File: src/rtl/tmr_pkg.sv
package tmr_pkg;

    typedef enum logic [2:0] {
        SEL_CNT,
        SEL_MAT,
        SEL_IEN,
        SEL_STS,
        SEL_WDT,
        SEL_NONE
    } tmr_sel_e;

    // Address 0 count, 1..nch match values, then enables, status, watchdog enable.
    function automatic tmr_sel_e tmr_decode(input int a, input int nch);
        if (a == 0)            return SEL_CNT;
        else if (a <= nch)     return SEL_MAT;
        else if (a == nch + 1) return SEL_IEN;
        else if (a == nch + 2) return SEL_STS;
        else if (a == nch + 3) return SEL_WDT;
        else                   return SEL_NONE;
    endfunction

endpackage

File: src/rtl/tmr_cmp_bank.sv
module tmr_cmp_bank #(
    parameter int CW  = 32,
    parameter int NCH = 4
) (
    input  logic [CW-1:0]           cnt_nxt,
    input  logic                    adv,
    input  logic [NCH-1:0][CW-1:0]  mat,
    output logic [NCH-1:0]          hit
);

    // One comparator per channel; a hit needs a tick-driven step onto the value.
    for (genvar g = 0; g < NCH; g++) begin : g_cmp
        assign hit[g] = adv && (cnt_nxt == mat[g]);
    end

endmodule

File: src/rtl/tmr_rd_mux.sv
module tmr_rd_mux
    import tmr_pkg::*;
#(
    parameter int CW  = 32,
    parameter int NCH = 4,
    parameter int AW  = 3
) (
    input  logic [AW-1:0]           addr,
    input  logic [CW-1:0]           cnt,
    input  logic [NCH-1:0][CW-1:0]  mat,
    input  logic [NCH-1:0]          ien,
    input  logic [NCH-1:0]          sts,
    input  logic                    wen,
    output logic [CW-1:0]           rdata
);

    tmr_sel_e sel;
    assign sel = tmr_decode(int'(addr), NCH);

    always_comb begin
        rdata = '0;
        case (sel)
            SEL_CNT: rdata = cnt;
            SEL_MAT: begin
                for (int i = 0; i < NCH; i++) begin
                    if (addr == AW'(i + 1)) rdata = mat[i];
                end
            end
            SEL_IEN: rdata[NCH-1:0] = ien;
            SEL_STS: rdata[NCH-1:0] = sts;
            SEL_WDT: rdata[0] = wen;
            default: rdata = '0;
        endcase
    end

endmodule

File: src/rtl/tmr_match_wdt.sv
module tmr_match_wdt
    import tmr_pkg::*;
#(
    parameter int CW  = 32,
    parameter int NCH = 4,
    localparam int AW = $clog2(NCH + 4)
) (
    input  logic          clk,
    input  logic          rst_n,
    input  logic          tick,
    input  logic          bus_we,
    input  logic [AW-1:0] bus_addr,
    input  logic [CW-1:0] bus_wdata,
    output logic [CW-1:0] bus_rdata,
    output logic [NCH-1:0] irq,
    output logic          wdt_reset
);

    localparam int WDCH = NCH - 1;

    typedef struct packed {
        logic [CW-1:0]          cnt;
        logic [NCH-1:0][CW-1:0] mat;
        logic [NCH-1:0]         ien;
        logic [NCH-1:0]         sts;
        logic                   wen;
        logic                   wrst;
    } state_t;

    state_t s_q, s_d;

    tmr_sel_e       sel;
    logic           cnt_wr;
    logic           adv;
    logic [CW-1:0]  cnt_inc;
    logic [NCH-1:0] hit;
    logic [NCH-1:0] clr;

    assign sel     = tmr_decode(int'(bus_addr), NCH);
    assign cnt_wr  = bus_we && (sel == SEL_CNT);
    assign adv     = tick && !cnt_wr;
    assign cnt_inc = s_q.cnt + CW'(1);
    assign clr     = (bus_we && (sel == SEL_STS)) ? bus_wdata[NCH-1:0] : '0;

    tmr_cmp_bank #(.CW(CW), .NCH(NCH)) u_cmp (
        .cnt_nxt (cnt_inc),
        .adv     (adv),
        .mat     (s_q.mat),
        .hit     (hit)
    );

    always_comb begin
        s_d = s_q;
        if (cnt_wr)    s_d.cnt = bus_wdata;
        else if (tick) s_d.cnt = cnt_inc;
        for (int i = 0; i < NCH; i++) begin
            if (bus_we && (sel == SEL_MAT) && (bus_addr == AW'(i + 1)))
                s_d.mat[i] = bus_wdata;
        end
        if (bus_we && (sel == SEL_IEN)) s_d.ien = bus_wdata[NCH-1:0];
        s_d.sts  = (s_q.sts & ~clr) | (hit & s_q.ien);
        s_d.wen  = s_q.wen | (bus_we && (sel == SEL_WDT) && bus_wdata[0]);
        s_d.wrst = s_q.wrst | (s_q.wen && hit[WDCH]);
    end

    always_ff @(posedge clk or negedge rst_n) begin
        if (!rst_n) s_q <= '0;
        else        s_q <= s_d;
    end

    assign irq       = s_q.sts;
    assign wdt_reset = s_q.wrst;

    tmr_rd_mux #(.CW(CW), .NCH(NCH), .AW(AW)) u_rd (
        .addr  (bus_addr),
        .cnt   (s_q.cnt),
        .mat   (s_q.mat),
        .ien   (s_q.ien),
        .sts   (s_q.sts),
        .wen   (s_q.wen),
        .rdata (bus_rdata)
    );


    cnt_step_chk: assert property (@(posedge clk) disable iff (!rst_n)
        ($past(rst_n) && $past(tick) && !$past(cnt_wr)) |-> (s_q.cnt == $past(s_q.cnt) + CW'(1)));


    sts_needs_en_chk: assert property (@(posedge clk) disable iff (!rst_n)
        (s_q.sts & ~$past(s_q.sts) & ~$past(s_q.ien)) == '0);


    sts_rise_on_tick_chk: assert property (@(posedge clk) disable iff (!rst_n)
        (|(s_q.sts & ~$past(s_q.sts))) |-> $past(tick));


    wdt_en_sticky_chk: assert property (@(posedge clk) disable iff (!rst_n)
        $past(s_q.wen) |-> s_q.wen);


    wdt_rst_hold_chk: assert property (@(posedge clk) disable iff (!rst_n)
        $past(wdt_reset) |-> wdt_reset);

endmodule

File: config.mk
export PLATFORM = sky130hd
export DESIGN_NAME = tmr_match_wdt
export DESIGN_NICKNAME = d
export VERILOG_FILES = /design/src/rtl/tmr_pkg.sv /design/src/rtl/tmr_cmp_bank.sv /design/src/rtl/tmr_rd_mux.sv /design/src/rtl/tmr_match_wdt.sv
export SDC_FILE = /design/constraint.sdc
export NUM_CORES = 1
export LEC_CHECK = 0
export ABC_AREA = 1
export CORE_MARGIN = 4
export CORE_UTILIZATION = 55
export CTS_CLUSTER_DIAMETER = 150
export CTS_CLUSTER_SIZE = 25
export DETAILED_ROUTE_END_ITERATION = 6
export PLACE_DENSITY = 0.75
export SLEW_MARGIN = 25
export SYNTH_ARGS = -nofsm -noshare
export SYNTH_HDL_FRONTEND = slang
export SYNTH_SLANG_ARGS = --single-unit
File: constraint.sdc
create_clock -name clk -period 2.7 [get_ports clk]
set_clock_uncertainty 0.15 [all_clocks]
set_input_delay 0.54 -clock clk [delete_from_list [all_inputs] [get_ports clk]]
set_output_delay 0.54 -clock clk [all_outputs]
set_load 0.005 [all_outputs]
; After elaboration in Yosys (flattened, before gate mapping)
; Index checks and enable logic that the tools add are counted.
[word_totals]
register_bits = 170
inputBits = 39
[classes]
addsub = 1
magnitude_cmp = 1
n_eq_ne = 15
mux = 15
bitwise_logic = 6
reduce_logical = 20
[op_table]
columns = operator, n
row1 = 2-to-1 mux 32 bit, 6
row2 = == test 32 bit, 4
row3 = case mux 28 bit (2 select lines), 1
row4 = adder 32 x 1 -> 32 bit (second input constant), 1
row5 = logical AND 1 bit, 16
row6 = == test 3 x 2 -> 1 bit (second input constant), 5
row7 = 2-to-1 mux 3 bit, 4
row8 = case mux 3 bit (4 select lines), 1
row9 = == test 3 x 1 -> 1 bit (second input constant), 3
row10 = == test 3 bit (second input constant), 3
row11 = AND 4 bit, 2
row12 = zero test 3 bit, 2
row13 = case mux 1 bit (5 select lines), 1
row14 = 2-to-1 mux 4 bit, 1
row15 = NOT 4 bit, 1
row16 = bitwise OR 4 bit, 1
row17 = less-or-equal comparator 3 bit (second input constant), 1
row18 = bitwise OR 1 bit, 2
row19 = nonzero test 2 bit, 1
row20 = zero test 1 bit, 1
row21 = 2-to-1 mux 1 bit, 1

; Longest topological paths before layout
[logic_depth]
depth_word = 13
ltp_mapped = 16

; Cells and area by module
; Synthesis repeated with hierarchy kept, for this count alone.
[hier_totals]
cells_unflattened = 1758
hier_area_um2 = 11407.2
[modules_own_cells]
columns = mod, instances, cells_per_inst, area_per_inst_um2
row1 = tmr_match_wdt, 1, 880, 7624.8
row2 = tmr_cmp_bank, 1, 495, 2122.0
row3 = tmr_rd_mux, 1, 383, 1660.3

; Worst setup path before layout
; Ideal clock, no wire load.
[synth_path]
kind = input -> output
startpoint = input bus_addr[0]
endpoint = output bus_rdata[23]
arrival_time_ps = 1720
required_time_ps = 2010
slack_ps = 290
stages = 9
path_buffers = 1
cell_sequence = inv_1 > nor2_1 > nand2_1 > clkbuf_1 > o21ai_0 > o21ai_0 > o21ai_0 > o211ai_1 > a21oi_1
[synth_via]
elab_chain_cells = 8
elab_cells_between_ends = 21
cone_classes = order compare (1) / eq/ne (8) / mux (10) / reduce/logical (2)
[synth_rtl]
columns = item, line_no
row1 = start: declaration, tmr_match_wdt.sv:12  ; input logic [AW-1:0] bus_addr,
row2 = == test 3 x 1 -> 1 bit, tmr_pkg.sv:18  ; else if (a == nch + 3) return SEL_WDT;
row3 = 2-to-1 mux 1 bit, tmr_pkg.sv:18
row4 = 2-to-1 mux 3 bit, tmr_pkg.sv:17  ; else if (a == nch + 2) return SEL_STS;
row5 = 2-to-1 mux 3 bit, tmr_pkg.sv:16  ; else if (a == nch + 1) return SEL_IEN;
row6 = 2-to-1 mux 3 bit, tmr_pkg.sv:15  ; else if (a <= nch) return SEL_MAT;
row7 = 2-to-1 mux 3 bit, tmr_pkg.sv:14  ; if (a == 0) return SEL_CNT;
row8 = == test 3 x 1 -> 1 bit or zero test 3 bit (tied branches), tmr_rd_mux.sv:22  ; case (sel)
row9 = case mux 28 bit (2 select lines) *, tmr_rd_mux.sv:22
row10 = end: declaration, tmr_match_wdt.sv:14  ; output logic [CW-1:0] bus_rdata,
; Every way passes the cells marked *; elsewhere a longest branch is shown, timed or not.

; Final worst setup path
[layout_path]
startpoint = input bus_addr[1]
endpoint = output bus_rdata[8]
; The elaborated chain is that of the path after synthesis.

==> flow_summary.toml <==
[cells_and_area]
fin_util_pct = 73.4
nets = 1904
drive_above_1_share_pct = 18.8
area_growth_pct = 30.0
diodes = 0
final_cells = 2138
finalInstanceArea_um2 = 14400

[detailed_routing]
route.antenna.remaining_nets = 0
wirelength_mm = 43.7
route.detailed.drc = 7
first_pass_iters = 7
drt-initial-drc-count = 1449
viasPerCell = 5.87
vias = 12600
routedWlPerCell_um = 20.4

[setup_path]
crit_buf_inv = 5
crit_path_cell_trace = "buf_4 > inv_2 > nor2_2 > nand2_2 > buf_12 > buf_4 > o22ai_1 > o221ai_1 > a21oi_1 > dlygate4sd2_1"
cp-end-kind = "output pin"
cp_max_fo = 8
path_common_cell = "buf_4"
cp_slowest_cell = "dlygate4sd2_1"
arrival_ps = 2060
r2r_cells = 12
required_ps = 2010
reg2reg_from = "s_q[160]"
reg2reg_to = "irq[1]"
crit_path_start_kind = "input pin"
critPathMaxStageDelay_ps = 260
critPathKind = "in2out"
crit_family = "buffers and inverters"
r2r_slack_ps = 60

[cts]
clock-sinks = 170
path_clk_slew_ps = 70
cts_tree = "yes"
clk_path_buf_depth = 2
clk_latency_ps = 450
numCtsBuffers = 17
cts_root_buf = "clkbuf_16"
cts_htree_levels = 4

[synthesis]
ys_seq_area_share_pct = 38.4
syn_nets = 1694
synth_ff_type = "dfrtp_1"
syn_inst = 1650
synth-async-reset-ratio_pct = 100
syn_area_um2 = 11100
synth.distinct_cells = 39
synth-seq-cells = 170
synth_warnings = 0
syn_avg_cell_area_um2 = 6.72
synth_edf_count = 0

[floorplanning]
core_region_area_um2 = 19700
core.rowCount = 51
io_pins = 76
die_height_um = 150
die_x_um = 150
initial_core_util_pct = 56.4
die_area_um2 = 22500

[grt]
antenna_found_initial = 0
grt_pass1_vias = 12000
grt-ovfl-total = 0
grt_usage_pct = 39.2
grt_pass1_wl_mm = 67.0
grt_start_max_net_pins = 52

[placed_design]
hpwl_mm = 31.9
numPortBuffers = 75
place_inst = 2081
placed_area_um2 = 13400
routabilityCongestion = 1.04

[sta]
setup_ws_ps = -49.8
finalHoldViolCount = 0
final_max_slew_viol_count = 0
post-route-min-period_ps = 2750
max_freq_mhz = 364
hold_slack_ps = 316
rsz0062_at_grt = "yes"
final-setup-viol-count = 5
slew_headroom_pct = 60.7
worst_pin_slew_ps = 589
fin_crit_sh_pct = 102

[power_and_ir_drop]
peakVddDrop_v = 0.000426
p_leak_uw = 0.00706
finalPower_uw = 9780
p_per_area_nw_per_um2 = 678

[min_path]
hold_class = "reg2reg"
hold_depth = 2
worstHoldEndpoint = "wdt_reset"
hp-start = "wdt_reset"

[status]
violations = "design-rule violations, negative setup slack"
status = "complete, but fails checks"

[run]
maxCapViolCount = 0
metrics by stage:
step | setup WS, ps | TNS (ps)
floorplan | 290 | 0
global placement | -880 | -55870
detailed placement | -874 | -60920
CTS | 1.40 | 0
global route | -117 | -668
finish | -49.8 | -117
cells in the final DEF, fill, tap and decap left out, types with 17 or more instances in the layout:
| master | n |
|---|---|
| nand2_1 | 557 |
| o21ai_0 | 173 |
| inv_1 | 170 |
| dfrtp_1 | 169 |
| buf_4 | 138 |
| nor2_1 | 105 |
| nand3_1 | 97 |
| o221ai_1 | 40 |
| clkdlybuf4s50_1 | 39 |
| a21oi_1 | 32 |
| nand2_2 | 31 |
| o211ai_1 | 29 |
| xor2_1 | 26 |
| buf_12 | 26 |
| nand3b_1 | 19 |
| o21ai_1 | 19 |
| nand4_1 | 18 |
| nor2_2 | 18 |
| clkbuf_16 | 17 |
| buf_2 | 17 |
cell usage after synthesis, types with 16 or more instances:
library cell	instances	area (um2)
a21oi_1	36	180
clkbuf_1	55	206
dfrtp_1	170	4250
inv_1	180	676
nand2_1	574	2150
nand2_2	16	100
nand3_1	100	500
nand3b_1	19	143
nand4_1	18	113
nor2_1	123	462
o211ai_1	29	218
o21ai_0	190	951
o221ai_1	42	368
xor2_1	29	254
worst register-to-register path, stage by stage, from the launching register on:
cell     delay, ps
dfrtp_1        370
nand2_1        170
buf_4          190
nor2_2         220
nand2_1        120
nor2_1         230
nand3_1        180
nand2_2        200
xor2_1         300
nand3_1        110
nor2_1         120
nand3_2        130
nand2_1         80
logic make-up (layout without fill, tap and decap cells):
family | after synthesis | in the layout | synth area share [%]
AO/OA/AOI/OAI | 319 | 319 | 16.8
XOR/XNOR | 32 | 32 | 2.53
adder cells (fa/ha/maj) | 5 | 5 | 0.564
buffers and inverters | 250 | 473 | 8.61
flip-flops | 170 | 170 | 38.4
AND/OR/NAND/NOR | 874 | 874 | 33.2
layout make-up:
| type | instances | area, um2 |
|---|---|---|
| multi-input combinational | 1230 | 6150 |
| fill | 1708 | 5240 |
| sequential | 170 | 4260 |
| timing repair buffer | 253 | 2360 |
| inverter | 188 | 721 |
| clock buffer | 19 | 443 |
| tap | 265 | 332 |
| clock inverter | 13 | 154 |
layer usage:
| metal | global-route usage, % | part of all wire, % | vias to the layer above |
|---|---|---|---|
| li1 | - | - | 5791 |
| met1 | 54.2 | 39 | 5779 |
| met2 | 59.0 | 44 | 834 |
| met3 | 9.51 | 12 | 156 |
| met4 | 16.5 | 4.6 | 0 |
| met5 | 0 | 0 | - |
repair_timing:
| item | CTS | global route |
|---|---|---|
| setup buffers | 15 | 7 |
| endpoints found under the hold margin | 48 | 0 |
| pin swaps | 34 | 37 |
| resized for setup | 165 | 73 |
| hold buffers | 1 | 0 |
| gates cloned | 2 | 0 |
| setup endpoints to repair | 57 | 34 |
power by group:
part | leakage, uW | switching [uW] | internal, uW
sequential | 0.00216 | 675 | 3120
clock | 0.000289 | 1220 | 1340
combinational | 0.00461 | 2070 | 1360
total | 0.00706 | 3960 | 5810
flip-flops by register name (all words and copies together), names as in the netlist:
signal / count
irq: 4
s_q: 165
wdt_reset: 1
worst max-delay path by stage:
stage / depth (start not counted) / end / startpoint / slack (ps)
6_report: 10 / bus_rdata[8] / bus_addr[1] / -50
5_1_grt: 14 / bus_rdata[2] / bus_addr[2] / -120
4_1_cts: 14 / bus_rdata[2] / bus_addr[2] / 1
3_5_place_dp: 13 / bus_rdata[2] / bus_addr[2] / -870
3_3_place_gp: 11 / bus_rdata[26] / bus_addr[0] / -880
2_1_floorplan: 9 / bus_rdata[23] / bus_addr[0] / 290
Power figures use the tool's default switching activity.
